[config.mk]
export PLATFORM = sky130hd
export DESIGN_NAME = rtc_tick_trim
export DESIGN_NICKNAME = d
export VERILOG_FILES = /design/src/rtl/rtc_trim_pkg.sv /design/src/rtl/rtc_trim_decode.sv /design/src/rtl/rtc_trim_interval.sv /design/src/rtl/rtc_tick_trim.sv
export SDC_FILE = /design/constraint.sdc
export NUM_CORES = 1
export LEC_CHECK = 0
export CAP_MARGIN = 20
export CORE_ASPECT_RATIO = 1.2
export CORE_MARGIN = 5
export CORE_UTILIZATION = 40
export DETAILED_ROUTE_END_ITERATION = 7
export PLACE_DENSITY = 0.67
export SETUP_SLACK_MARGIN = 0.02
export SYNTH_ARGS = -nofsm -noshare
export SYNTH_HDL_FRONTEND = slang
export SYNTH_SLANG_ARGS = --single-unit
[constraint.sdc]
create_clock -name clk -period 2.95 [get_ports clk]
set_input_delay 0.295 -clock clk [delete_from_list [all_inputs] [get_ports clk]]
set_output_delay 0.295 -clock clk [all_outputs]
set_load 0.03 [all_outputs]
[src/rtl/rtc_trim_pkg.sv]
package rtc_trim_pkg;
    localparam int unsigned TRIM_W = 3;
    localparam int unsigned MAG_W  = TRIM_W - 1;

    typedef struct packed {
        logic [TRIM_W-1:0] code;    // stored trim code
        logic [MAG_W-1:0]  pend;    // corrections left in this interval
        logic              add;     // direction of the current interval
        logic              extra;   // extra strobe due next cycle
        logic              out;     // registered output strobe
    } trim_state_t;
endpackage

[src/rtl/rtc_trim_decode.sv]
module rtc_trim_decode
    import rtc_trim_pkg::*;
(
    input  logic [TRIM_W-1:0] code,
    output logic [MAG_W-1:0]  mag,
    output logic              add
);
    // top bit selects direction, remaining bits give the magnitude
    assign add = code[TRIM_W-1];
    assign mag = code[MAG_W-1:0];
endmodule

[src/rtl/rtc_trim_interval.sv]
module rtc_trim_interval #(
    parameter  int unsigned INTERVAL = 100000,
    localparam int unsigned CW       = (INTERVAL > 1) ? $clog2(INTERVAL) : 1
) (
    input  logic          clk,
    input  logic          rst_n,
    input  logic          tick,
    output logic          wrap,
    output logic [CW-1:0] count
);
    localparam logic [CW-1:0] LAST = CW'(INTERVAL - 1);

    logic [CW-1:0] cnt_d, cnt_q;

    always_comb begin
        wrap  = tick && (cnt_q == LAST);
        cnt_d = cnt_q;
        if (tick) begin
            cnt_d = wrap ? '0 : cnt_q + CW'(1);
        end
    end

    always_ff @(posedge clk) begin
        if (!rst_n) cnt_q <= '0;
        else        cnt_q <= cnt_d;
    end

    assign count = cnt_q;
endmodule

[src/rtl/rtc_tick_trim.sv]
module rtc_tick_trim
    import rtc_trim_pkg::*;
#(
    parameter  int unsigned INTERVAL = 100000,
    localparam int unsigned CW       = (INTERVAL > 1) ? $clog2(INTERVAL) : 1
) (
    input  logic              clk,
    input  logic              rst_n,
    input  logic              tick_in,
    input  logic              trim_wr,
    input  logic [TRIM_W-1:0] trim_val,
    output logic              tick_out
);
    trim_state_t       s_d, s_q;
    logic              wrap;
    logic [CW-1:0]     cnt_q;
    logic [MAG_W-1:0]  new_mag;
    logic              new_add;
    logic [MAG_W-1:0]  pend_q;
    logic              add_q;

    rtc_trim_interval #(.INTERVAL(INTERVAL)) u_interval (
        .clk   (clk),
        .rst_n (rst_n),
        .tick  (tick_in),
        .wrap  (wrap),
        .count (cnt_q)
    );

    rtc_trim_decode u_decode (
        .code (s_q.code),
        .mag  (new_mag),
        .add  (new_add)
    );

    always_comb begin
        s_d       = s_q;
        s_d.extra = 1'b0;
        s_d.out   = s_q.extra;
        if (trim_wr) begin
            s_d.code = trim_val;
        end
        if (tick_in) begin
            if (s_q.pend != '0) begin
                s_d.pend = s_q.pend - MAG_W'(1);
                if (s_q.add) begin
                    s_d.out   = 1'b1;
                    s_d.extra = 1'b1;
                end
            end else begin
                s_d.out = 1'b1;
            end
            if (wrap) begin
                // boundary: schedule the next interval from the stored code
                s_d.pend = new_mag;
                s_d.add  = new_add;
            end
        end
    end

    always_ff @(posedge clk) begin
        if (!rst_n) s_q <= '0;
        else        s_q <= s_d;
    end

    assign tick_out = s_q.out;
    assign pend_q   = s_q.pend;
    assign add_q    = s_q.add;
endmodule

==> out/metrics.csv <==
metric;value;unit
synth_adder_area_share;2.14;%
clock_skews;0.00688;ns
number_of_global_route_vias_before_repair;966;
min_from;s_q[1];
synthSimpleGateAreaFrac;27.2;%
worst_ep_arrival_time;2.27;ns
global_route.overflow_total;0;
max_slew.worst_pin.slew;0.350;ns
postCtsSetupBuffers;0;
worst_skew_pair.late_latency;0.31;ns
drt-vias-per-instance;5.50;
timing.critical_path.fanout_max;9;
run_status;completed;
routed_wire_length_per_instance;12.4;um
detail_route.first_pass.iterations;4;
final.setup.tns;0;ns
fmax;0.484;GHz
timing.critical_path.required;3.15;ns
layout_setup_ws;0.882;ns
nNetsFinal;153;
netlist-cell-type-count;33;
r2r_start;u_interval.count[12];
cp-start-kind;flip-flop;
cts_root_buffer;sky130_fd_sc_hd__clkbuf_4;
drt_iter0_drc;25;
slew_headroom;76.1;%
fp.coreArea;2810;um^2
fin_crit;2.07;ns
die_h;69.3;um
synth.avg_cell_area;8.49;um^2
period_utilization_post_route;70.1;%
areaGrowthSynthToFinish;10.1;%
peakVddDrop;203;uV
postSynth.topFlopCell;sky130_fd_sc_hd__dfxtp_1;
dieWidth;59.4;um
timing.final.setup_violations;0;
tritoncts.num_buffers;3;
detail-route-antenna-nets;0;
multiplexer_share_of_the_synthesized_area;2.56;%
setup.worst_path.class;reg2reg;
preCtsSetupSlack;0.726;ns
cts.repair.resized;0;
endpoint_kind;flip-flop;
synth.ff_latch_count;25;
port-buffer-count;7;
dp_hpwl;1.63;mm
commonest_non_fill_non_tap_cells_in_the_layout;sky130_fd_sc_hd__dfxtp_1 (25), sky130_fd_sc_hd__nor2_1 (17), sky130_fd_sc_hd__a21oi_1 (11), sky130_fd_sc_hd__nand3_1 (8), sky130_fd_sc_hd__xor2_1 (8);
postRouteWirelength;2.19;mm
holdWs;0.440;ns
postSynthNetCount;147;
tritoncts;yes;
n_antenna_cell;0;
post_synth_instance_area;1170;um^2
slew_viol_final;0;
die_area;4110;um^2
postCtsHoldBufs;0;
synth_xor_xnor_area_share;7.48;%
fp-row-count;21;
routed-via-count;974;
final_layout_size_suffix_gt1_share;4.20;%
ys_warn_count;0;
number_of_synthesized_flops_with_an_enable_pin;0;
max-clock-path-buffers;2;
pin_count;8;
dominant_combinational_cell_family_by_area_after_synthesis;simple AND/OR/NAND/NOR gates;
routabilityCongestion;0.801;
initial_utilization;41.7;%
synth_compound_area_share;12.9;%
timing.max_cap.violations;0;
postSynthCellCount;138;
antenna_violations_before_repair;0;
first_pass_grt_wire_length;3.90;mm
total_leakage_power;0.435;nW
layout.cells.most_common;sky130_fd_sc_hd__dfxtp_1;
grt_start_max_net_pins;16;
grt_usage;11.7;%
async_flop_share;0;%
clock-sinks;25;
cp-startpoint;u_interval.count[12];
layout.core_utilization;45.9;%
hold_viol;0;
route.detailed.drc;0;
ctsHtreeMaxLevel;1;
rsz0062_at_grt;no;
share_of_the_yosys_chip_area_belonging_to_registers;42.7;%
clkTransAtPathRegs;0.14;ns
power-per-cell-area;462;nW/um^2
hold_path_class;reg2reg;
## kinds of logic after synthesis
group	after synthesis
fa+ha+maj	2
simple gates	59
compound gates	25
xor+xnor	10
flops	25
mux	3
buf+inv	14
## sequential cells by signal (all words and copies together), names as in the netlist
register,cells
u_interval.count,17
pend_q,2
s_q,4
add_q,1
tick_out,1
## cells in the mapped netlist, drive strengths merged, types with 4 or more instances
master / instances / share of area (%)
a21oi: 11 / 4.7
clkbuf: 6 / 1.9
dfxtp: 25 / 43
inv: 5 / 1.6
nand2: 7 / 2.2
nand2b: 4 / 2.1
nand3: 8 / 3.4
nand4: 5 / 2.7
nor2: 17 / 5.4
o21ai: 6 / 2.9
or4: 5 / 3.2
xor2: 8 / 6.0
## critical path: stages (launching register included)
cell                        delay, ns
sky130_fd_sc_hd__dfxtp_1         0.37
sky130_fd_sc_hd__or4_1           0.53
sky130_fd_sc_hd__or4_1           0.57
sky130_fd_sc_hd__a2111oi_0       0.39
sky130_fd_sc_hd__a211oi_1        0.10
## worst paths after layout
check | cells after the start | slack, ns | end
worst max register to register | 4 | 0.88 | pend_q[1]
worst min-delay path | 2 | 0.44 | tick_out
worst max-delay path | 4 | 0.88 | pend_q[1]
worst min register to register | 2 | 0.44 | tick_out
## power breakdown
part / switching [mW] / leakage [nW] / internal, mW
registers: 0.00774 / 0.203 / 0.353
clock network: 0.0978 / 0.0150 / 0.0527
logic: 0.0439 / 0.218 / 0.0403
## layer usage
layer  track usage, %  routed length [um]
met1             14.0                1000
met2             19.7                1070
met3             2.61                  91
met4             4.53                  23
met5                0                   0
## cell type report
| cell class | count | area (um^2) |
|---|---|---|
| fill | 282 | 1520 |
| multi-input combinational | 99 | 613 |
| sequential | 25 | 500 |
| timing repair buffer | 9 | 85.1 |
| tap | 34 | 42.5 |
| clock buffer | 4 | 26.3 |
| inverter | 6 | 22.5 |
## stage by stage
step	area (um^2)	power [mW]	std cells
3_5_place_dp	1260	0.453	173
3_3_place_gp	1260	0.448	173
2_1_floorplan	1170	0.423	138
5_1_grt	1290	0.631	177
4_1_cts	1290	0.603	177
6_report	1290	0.595	177
Note: power is estimated with default switching activity, not from simulation.
